<file path="src/rtl/adcPortPkg.sv">
package adcPortPkg;
  typedef enum logic [1:0] {
    ST_CONV  = 2'd0,
    ST_SLEEP = 2'd1,
    ST_DOUT  = 2'd2
  } phaseT;

  typedef struct packed {
    logic load;    // capture parallel result into the shift register
    logic shift;   // advance one bit after a serial clock falling edge
  } strobeT;
endpackage

</file>
<file path="src/rtl/adcEdgeSync.sv">
module adcEdgeSync #(
  parameter int STAGES    = 2,
  parameter bit RESET_VAL = 1'b0
) (
  input  logic clk,
  input  logic rstN,
  input  logic asyncIn,
  output logic level,
  output logic rise,
  output logic fall
);
  logic [STAGES:0] chain;

  genvar g;
  generate
    for (g = 0; g <= STAGES; g++) begin : g_stage
      always_ff @(posedge clk or negedge rstN) begin
        if (!rstN) chain[g] <= RESET_VAL;
        else if (g == 0) chain[g] <= asyncIn;
        else chain[g] <= chain[g-1];
      end
    end
  endgenerate

  assign level = chain[STAGES-1];
  assign rise  = chain[STAGES-1] & ~chain[STAGES];
  assign fall  = ~chain[STAGES-1] & chain[STAGES];
endmodule

</file>
<file path="src/rtl/adcCtrl.sv">
module adcCtrl
  import adcPortPkg::*;
#(
  parameter int CONV_CYCLES = 64,
  parameter int WORD_W      = 32,
  localparam int TIMER_W    = $clog2(CONV_CYCLES + 1),
  localparam int FCNT_W     = $clog2(WORD_W) + 1
) (
  input  logic              clk,
  input  logic              rstN,
  input  logic              sckRise,
  input  logic              sckFall,
  input  logic              csLow,
  input  logic              csRise,
  output phaseT             phase,
  output strobeT            strobe,
  output logic [FCNT_W-1:0] fallCnt
);
  phaseT              phaseNxt;
  logic [TIMER_W-1:0] timer;
  logic               startConv;

  always_comb begin
    phaseNxt  = phase;
    strobe    = '0;
    startConv = 1'b0;
    case (phase)
      ST_CONV: begin
        if (timer == TIMER_W'(CONV_CYCLES - 1)) begin
          strobe.load = 1'b1;
          phaseNxt    = ST_SLEEP;
        end
      end
      ST_SLEEP: begin
        if (sckRise && csLow) phaseNxt = ST_DOUT;
      end
      ST_DOUT: begin
        if (csRise) begin
          phaseNxt  = ST_CONV;
          startConv = 1'b1;
        end else if (sckFall) begin
          strobe.shift = 1'b1;
          if (fallCnt == FCNT_W'(WORD_W - 1)) begin
            phaseNxt  = ST_CONV;
            startConv = 1'b1;
          end
        end
      end
      default: phaseNxt = ST_CONV;
    endcase
  end

  always_ff @(posedge clk or negedge rstN) begin
    if (!rstN) begin
      phase   <= ST_CONV;
      timer   <= '0;
      fallCnt <= '0;
    end else begin
      phase <= phaseNxt;
      if (phase == ST_CONV && phaseNxt == ST_CONV) timer <= timer + 1'b1;
      else timer <= '0;
      if (startConv) fallCnt <= '0;
      else if (strobe.shift) fallCnt <= fallCnt + 1'b1;
    end
  end
endmodule

</file>
<file path="src/rtl/adcDatapath.sv">
module adcDatapath
  import adcPortPkg::*;
#(
  parameter int WORD_W = 32
) (
  input  logic              clk,
  input  logic              rstN,
  input  phaseT             phase,
  input  strobeT            strobe,
  input  logic              csLow,
  input  logic [WORD_W-2:0] resultIn,
  output logic              sdoData,
  output logic              sdoOe
);
  logic [WORD_W-1:0] shiftReg;

  always_ff @(posedge clk or negedge rstN) begin
    if (!rstN) shiftReg <= '0;
    else if (strobe.load) shiftReg <= {1'b0, resultIn};
    else if (strobe.shift) shiftReg <= {shiftReg[WORD_W-2:0], 1'b0};
  end

  assign sdoData = (phase == ST_CONV) ? 1'b1 : shiftReg[WORD_W-1];
  assign sdoOe   = csLow;
endmodule

</file>
<file path="src/rtl/serialAdcPort.sv">
module serialAdcPort
  import adcPortPkg::*;
#(
  parameter int CONV_CYCLES = 64,
  parameter int WORD_W      = 32,
  parameter int SYNC_STAGES = 2,
  localparam int FCNT_W     = $clog2(WORD_W) + 1
) (
  input  logic              clk,
  input  logic              rstN,
  input  logic              sckIn,
  input  logic              csNIn,
  input  logic [WORD_W-2:0] resultIn,
  output logic              sdoData,
  output logic              sdoOe
);
  logic              sckLevel, sckRise, sckFall;
  logic              csNLevel, csRise, csFall;
  phaseT             phase;
  strobeT            strobe;
  logic [FCNT_W-1:0] fallCnt;

  adcEdgeSync #(.STAGES(SYNC_STAGES), .RESET_VAL(1'b0)) i_sckSync (
    .clk(clk), .rstN(rstN), .asyncIn(sckIn),
    .level(sckLevel), .rise(sckRise), .fall(sckFall)
  );

  adcEdgeSync #(.STAGES(SYNC_STAGES), .RESET_VAL(1'b1)) i_csSync (
    .clk(clk), .rstN(rstN), .asyncIn(csNIn),
    .level(csNLevel), .rise(csRise), .fall(csFall)
  );

  adcCtrl #(.CONV_CYCLES(CONV_CYCLES), .WORD_W(WORD_W)) i_ctrl (
    .clk(clk), .rstN(rstN), .sckRise(sckRise), .sckFall(sckFall),
    .csLow(~csNLevel), .csRise(csRise),
    .phase(phase), .strobe(strobe), .fallCnt(fallCnt)
  );

  adcDatapath #(.WORD_W(WORD_W)) i_dp (
    .clk(clk), .rstN(rstN), .phase(phase), .strobe(strobe),
    .csLow(~csNLevel), .resultIn(resultIn),
    .sdoData(sdoData), .sdoOe(sdoOe)
  );

  logic unusedBits;
  assign unusedBits = sckLevel ^ csFall;
endmodule

</file>
<file path="config.mk">
export PLATFORM = sky130hd
export DESIGN_NAME = serialAdcPort
export DESIGN_NICKNAME = d
export VERILOG_FILES = /design/src/rtl/adcPortPkg.sv /design/src/rtl/adcEdgeSync.sv /design/src/rtl/adcCtrl.sv /design/src/rtl/adcDatapath.sv /design/src/rtl/serialAdcPort.sv
export SDC_FILE = /design/constraint.sdc
export NUM_CORES = 1
export LEC_CHECK = 0
export BUFFER_PORTS_ARGS = -buffer_cell sky130_fd_sc_hd__buf_4
export CAP_MARGIN = 30
export CORE_AREA = 2 2 75 77
export DETAILED_ROUTE_END_ITERATION = 8
export DIE_AREA = 0 0 77 79
export GPL_ROUTABILITY_DRIVEN = 0
export PLACE_DENSITY = 0.78
export SYNTH_ARGS = -nofsm -noshare
export SYNTH_HDL_FRONTEND = slang
export SYNTH_SLANG_ARGS = --single-unit
</file>
<file path="constraint.sdc">
create_clock -name clk -period 1.3 [get_ports clk]
set_input_delay 0.065 -clock clk [delete_from_list [all_inputs] [get_ports clk]]
set_output_delay 0.065 -clock clk [all_outputs]
set_load 0.02 [all_outputs]
</file>
==> results.txt, run 1 <==
# setup viols final: 40
sequential-to-total area share from yosys stat: 0.5173
grt ovf: 0
crit start category: flop
initial antenna violation count: 0
Setup Crit Path Kind: reg -> reg
IO Pins: 37
top cell type's share of synthesized area: 0.4866
core area: 0.005338 mm2
worst slack at placement: -0.1417 ns
vias per cell: 5.975
layout cells sized above 1: 0.3212
CP arrival: 1.67 ns
Fin Clk Skew: 0.01159 ns
post-route minimum period: 1.474 ns
row count: 27
Netlist Area Pre-Place: 0.002571 mm2
Worst Path Required: 1.49 ns
drt wl/cell: 16.35 um
synthesized area per cell: 9.488 um2
main flop type after synthesis: dfrtp_1
CP Capture Type: flop
most area-consuming cells after synthesis: dfrtp_1 49%, a31oi_1 7.3%, nand3_1 7.0%
area added between synthesis and finish: 34.99%
largest net degree at the start of global routing: 54
fin nets: 366
flop2flop setup slack: -0.17 ns
I/O Buffers: 36
failing checks: setup timing
clk_lat worst skew: 0.31 ns
Synth Register Bits: 53
Post-synth top cells: 50 x dfrtp_1, 36 x nand3_1, 33 x nor3_1, 30 x a31oi_1, 25 x o21ai_1
H-tree Lvls: 2
initial core utilization: 0.4817
slowest CP cell: dfrtp_1
relative slew slack: 0.5627
max-slew violation count: 0
Worst VDD drop: 0.8262 mV
TritonRoute pass-1 iters: 4
hpwl dp: 3763 um
max cap viols: 0
Post-synth EDFFs: 0
final hold slack: 0.02810 ns
ANT cells: 0
DRT iter0 DRCs: 148
Via Count: 2402
Core Util, Final: 0.6503
vias in the first global route: 2156
Pwr Density: 908.8 mW/mm2
first-pass GRT wire length: 9963 um
Synth async-reset ratio: 1.000
status: finished, violations left
Hold Crit Class: in -> reg
Synth area leader: dfrtp_1
Max FO, Critical Path: 32
Chip Height: 79 um
fin worst setup slack: -0.1744 ns
post-synthesis instance total: 271
Syn. warnings: 0
DRC Markers: 0
Fin. Hold Viols: 0
RSZ-0062 raised after global routing: true
worst-margin pin slew: 0.6560 ns
antenna-violating nets left: 0
Max Buffers Root-to-Sink: 2
Max Freq: 678.3 MHz
Leakage: 1.414 nW
CP max stage delay: 0.37 ns
CTS clock-pin slew for the worst setup and hold paths: 0.10 ns
Post-Place Cells: 377
Total Routing Usage GR: 0.2043
final std cells w/o fill: 402
period utilization: 1.134
Sink Count: 53
count leader, synth: dfrtp_1
DIE AREA: 0.006083 mm2
cts bufs inserted: 5
CTS tree: done
syn_nets: 308
Finished Cell Area: 0.003471 mm2
Root Buffer: clkbuf_8
final WL: 6573 um
DP Area: 0.003034 mm2
worst-path cell chain: ha_2 -> nand4b_1 -> or2_1 -> buf_12 -> mux2i_1
Die W: 77 um
number of distinct library cells after synthesis: 42
[path summary, 6_finish.rpt]
path                                      to  cells after the start          startpoint
setup / recovery            i_dp.shiftReg[0]                      5     i_ctrl.timer[0]
hold / removal             i_dp.shiftReg[24]                      3        resultIn[24]
setup reg to reg            i_dp.shiftReg[0]                      5     i_ctrl.timer[0]
hold reg to reg              i_sckSync.level                      0  i_sckSync.chain[0]
max in group asynchronous    i_sckSync.level                      2                rstN
min in group asynchronous    i_ctrl.timer[5]                      2                rstN
[repair_timing]
item                       in CTS  in global routing
setup endpoints to repair      38                 43
buffers inserted                3                  8
cloned                          0                  3
hold endpoints to repair       52                  0
resized for setup              11                 22
pin swaps                       2                  7
hold buffers                    3                  0
[worst max-delay path, delay by kind of cell (launching register included)]
family	cells	cell delay, ns
mux	1	0.13
flops	1	0.37
simple gates	2	0.45
buf+inv	1	0.18
fa+ha+maj	1	0.22
[where the power goes]
part           switching [mW]  leakage, nW  internal (mW)
sequential             0.0355        0.636           1.71
clock                   0.524       0.0585          0.628
combinational           0.119        0.719          0.138
total                   0.678         1.41           2.48
[metal layers]
| metal | global-route usage | share of wire | up-vias |
|---|---|---|---|
| met5 | 0 | 0 | - |
| met4 | 0.08750 | 0.029 | 0 |
| met3 | 0.04432 | 0.066 | 21 |
| met2 | 0.3228 | 0.47 | 98 |
| met1 | 0.2746 | 0.43 | 1160 |
| li1 | - | - | 1123 |
[through the flow]
step / TNS [ns] / total power [mW]
6_report: -5.058 / 3.154
5_1_grt: -8.180 / 3.286
4_1_cts: -2.349 / 3.184
3_5_place_dp: -2.977 / 2.011
3_3_place_gp: -0.8967 / 2.002
2_1_floorplan: -2.146 / 1.852
[registers in the layout, summed over array words and instances (netlist names)]
name / cells
i_csSync.chain: 2
i_ctrl.fallCnt: 6
i_ctrl.timer: 7
i_sckSync.level: 1
i_csSync.level: 1
i_dp.shiftReg: 32
i_ctrl.phase: 2
i_sckSync.chain: 2
[cells by family after synthesis]
kind of cell               share of synthesized area
xor gates and xnor gates                     0.01363
AOI/OAI and AO/OA                             0.1771
adders and majority gates                   0.009731
DFF                                           0.5173
muxes                                        0.01168
buffers and inverters                        0.06083
and+or+nand+nor                               0.2097
[placed cells by master (no fill, tap or decap), types with 2 or more instances in the layout]
master / instances
buf_4: 62
dfrtp_1: 49
nand3_1: 35
nor3_1: 31
o21ai_1: 25
a31oi_1: 25
o21ai_0: 10
clkbuf_8: 6
buf_6: 6
inv_1: 5
nand2_1: 4
a21oi_1: 4
a31oi_2: 4
buf_12: 4
nand2b_1: 3
or3_1: 3
nor2_1: 3
mux2i_1: 3
dlygate4sd3_1: 3
dfstp_2: 3
nand4b_1: 2
xor2_1: 2
o21ai_2: 2
ha_2: 2
clkbuf_16: 2
[area by class of cell]
cell class              instances  area [um2]
multi-input cells             186        1206
well taps                      72       90.09
inverters                       5       18.77
clock inverters                 1       30.03
fillers                       433        1867
clock buffers                   7       86.33
repair buffers                 78       708.2
flip-flops and latches         53        1331
Note: power is estimated with default switching activity, not from simulation.
==> run 2: changes to the inputs <==
--- a/config.mk
+++ b/config.mk
@@ -8,10 +8,11 @@
 export BUFFER_PORTS_ARGS = -buffer_cell sky130_fd_sc_hd__buf_4
 export CAP_MARGIN = 30
 export CORE_AREA = 2 2 75 77
+export CTS_CLUSTER_DIAMETER = 80
 export DETAILED_ROUTE_END_ITERATION = 8
 export DIE_AREA = 0 0 77 79
 export GPL_ROUTABILITY_DRIVEN = 0
-export PLACE_DENSITY = 0.78
+export PLACE_DENSITY = 0.73
 export SYNTH_ARGS = -nofsm -noshare
 export SYNTH_HDL_FRONTEND = slang
 export SYNTH_SLANG_ARGS = --single-unit
==> results.txt, run 2 (same netlist as run 1, synthesis figures left out) <==
Post-Place Cells: 383
fin nets: 371
H-tree Lvls: 2
Setup Crit Path Kind: reg -> reg
TritonRoute pass-1 iters: 4
status: finished, violations left
I/O Buffers: 36
met2 usage: 0.3649
Finished Cell Area: 0.003751 mm2
drt wl/cell: 17.00 um
Max FO, Critical Path: 7
Power Total: 3.201 mW
Worst Hold Path Cells: 3
grt met1 use: 0.3179
Die W: 77 um
Worst Reg-to-Reg Cells: 5
Worst VDD drop: 0.7147 mV
row count: 27
max cap viols: 0
relative slew slack: 0.5573
Fin. Hold Viols: 0
Hold Crit Class: in -> reg
leading registers by flop count: i_dp.shiftReg: 32 flops, i_ctrl.timer: 7 flops, i_ctrl.fallCnt: 6 flops
max-slew violation count: 0
vias per cell: 5.902
Via Count: 2402
worst slack at placement: -0.1469 ns
IO Pins: 37
CP arrival: 1.61 ns
clk_lat worst skew: 0.32 ns
core area: 0.005338 mm2
CP Capture Type: flop
most common cell after layout, fill and taps aside: buf_4
final std cells w/o fill: 407
largest net degree at the start of global routing: 54
period utilization: 1.085
final WL: 6918 um
Leakage: 1.493 nW
DRC Markers: 0
DP Area: 0.003042 mm2
DRT iter0 DRCs: 136
Worst Path Required: 1.50 ns
cts bufs inserted: 5
Reg-to-Reg Start: i_ctrl.timer[1]
ANT cells: 0
RSZ-0062 raised after global routing: true
vias in the first global route: 2336
crit start category: flop
Pwr Density: 853.3 mW/mm2
antenna-violating nets left: 0
area added between synthesis and finish: 45.89%
Core Util, Final: 0.7028
Chip Height: 79 um
Sink Count: 53
grt ovf: 0
worst-margin pin slew: 0.6640 ns
post-route minimum period: 1.411 ns
CTS tree: done
initial antenna violation count: 0
Worst Hold End: i_dp.shiftReg[10]
# setup viols final: 39
failing checks: setup timing
hpwl dp: 3957 um
largest reg by FF count: i_dp.shiftReg
Worst Hold Launch: resultIn[10]
Max Freq: 708.6 MHz
CTS clock-pin slew for the worst setup and hold paths: 0.10 ns
most frequent cells in the layout: 59 x buf_4, 47 x dfrtp_1, 34 x nand3_1
DIE AREA: 0.006083 mm2
met3 GRT Util: 0.03295
Total Routing Usage GR: 0.2304
Reg-to-Reg End: i_dp.shiftReg[0]
flop2flop setup slack: -0.11 ns
Max Buffers Root-to-Sink: 2
fin worst setup slack: -0.1111 ns
layout cells sized above 1: 0.4388
Largest register FFs: 32
gr busiest metal: met2
first-pass GRT wire length: 11230 um
Root Buffer: clkbuf_8
initial core utilization: 0.4817
Fin Clk Skew: 0.01199 ns
[run 2: where the power goes]
group / switching (mW) / leakage [nW] / total (mW) / internal, mW
registers: 0.0342 / 0.634 / 1.74 / 1.71
logic: 0.133 / 0.801 / 0.279 / 0.146
clock network: 0.549 / 0.0585 / 1.18 / 0.629
[run 2: worst max-delay path by stage]
stage | start | to | slack [ns] | cells past startpoint
finish | i_ctrl.timer[1] | i_dp.shiftReg[0] | -0.11 | 5
global route | i_ctrl.phase[0] | i_dp.shiftReg[0] | -0.16 | 4
CTS | i_ctrl.timer[0] | i_dp.shiftReg[0] | -0.10 | 5
detailed placement | i_ctrl.timer[1] | i_dp.shiftReg[31] | -0.15 | 5
global placement | i_ctrl.timer[1] | i_dp.shiftReg[31] | -0.07 | 5
floorplan | i_ctrl.timer[0] | i_dp.shiftReg[1] | -0.07 | 6
[run 2: what timing repair did]
action / CTS / global route
gates cloned: 3 / 0
hold endpoints to repair: 53 / 0
buffers inserted: 6 / 3
pin swaps: 9 / 7
resized for setup: 48 / 44
endpoints found under the setup margin: 38 / 46
hold buffers: 4 / 0
[run 2: area by class of cell]
type / instances / area, um2
Fill cell: 410 / 1587
Timing Repair Buffer: 83 / 768.2
Tap cell: 72 / 90.09
Multi-Input combinational cell: 186 / 1424
Clock inverter: 1 / 30.03
Sequential cell: 53 / 1334
Clock buffer: 7 / 86.33
Inverter: 5 / 18.77
[run 2: through the flow]
stage / hold WS (ns) / TNS (ns)
global route: 0.01706 / -5.180
CTS: 0.02243 / -2.864
detailed placement: 0.1455 / -3.639
finish: 0.01779 / -2.831
global placement: 0.1444 / -0.8357
floorplan: -0.2306 / -2.146
[run 2: per-layer routing]
metal,wire length [um],part of all wire,vias up
met5,0,0,-
met4,192,0.028,0
met3,315,0.046,16
met2,3421,0.49,81
met1,2989,0.43,1175
li1,-,-,1130
[run 2: worst max-delay path, stage by stage (launching register included)]
cell      delay (ns)
dfrtp_1         0.37
ha_2            0.18
nand4b_1        0.13
or2_4           0.34
buf_12          0.17
mux2i_1         0.11
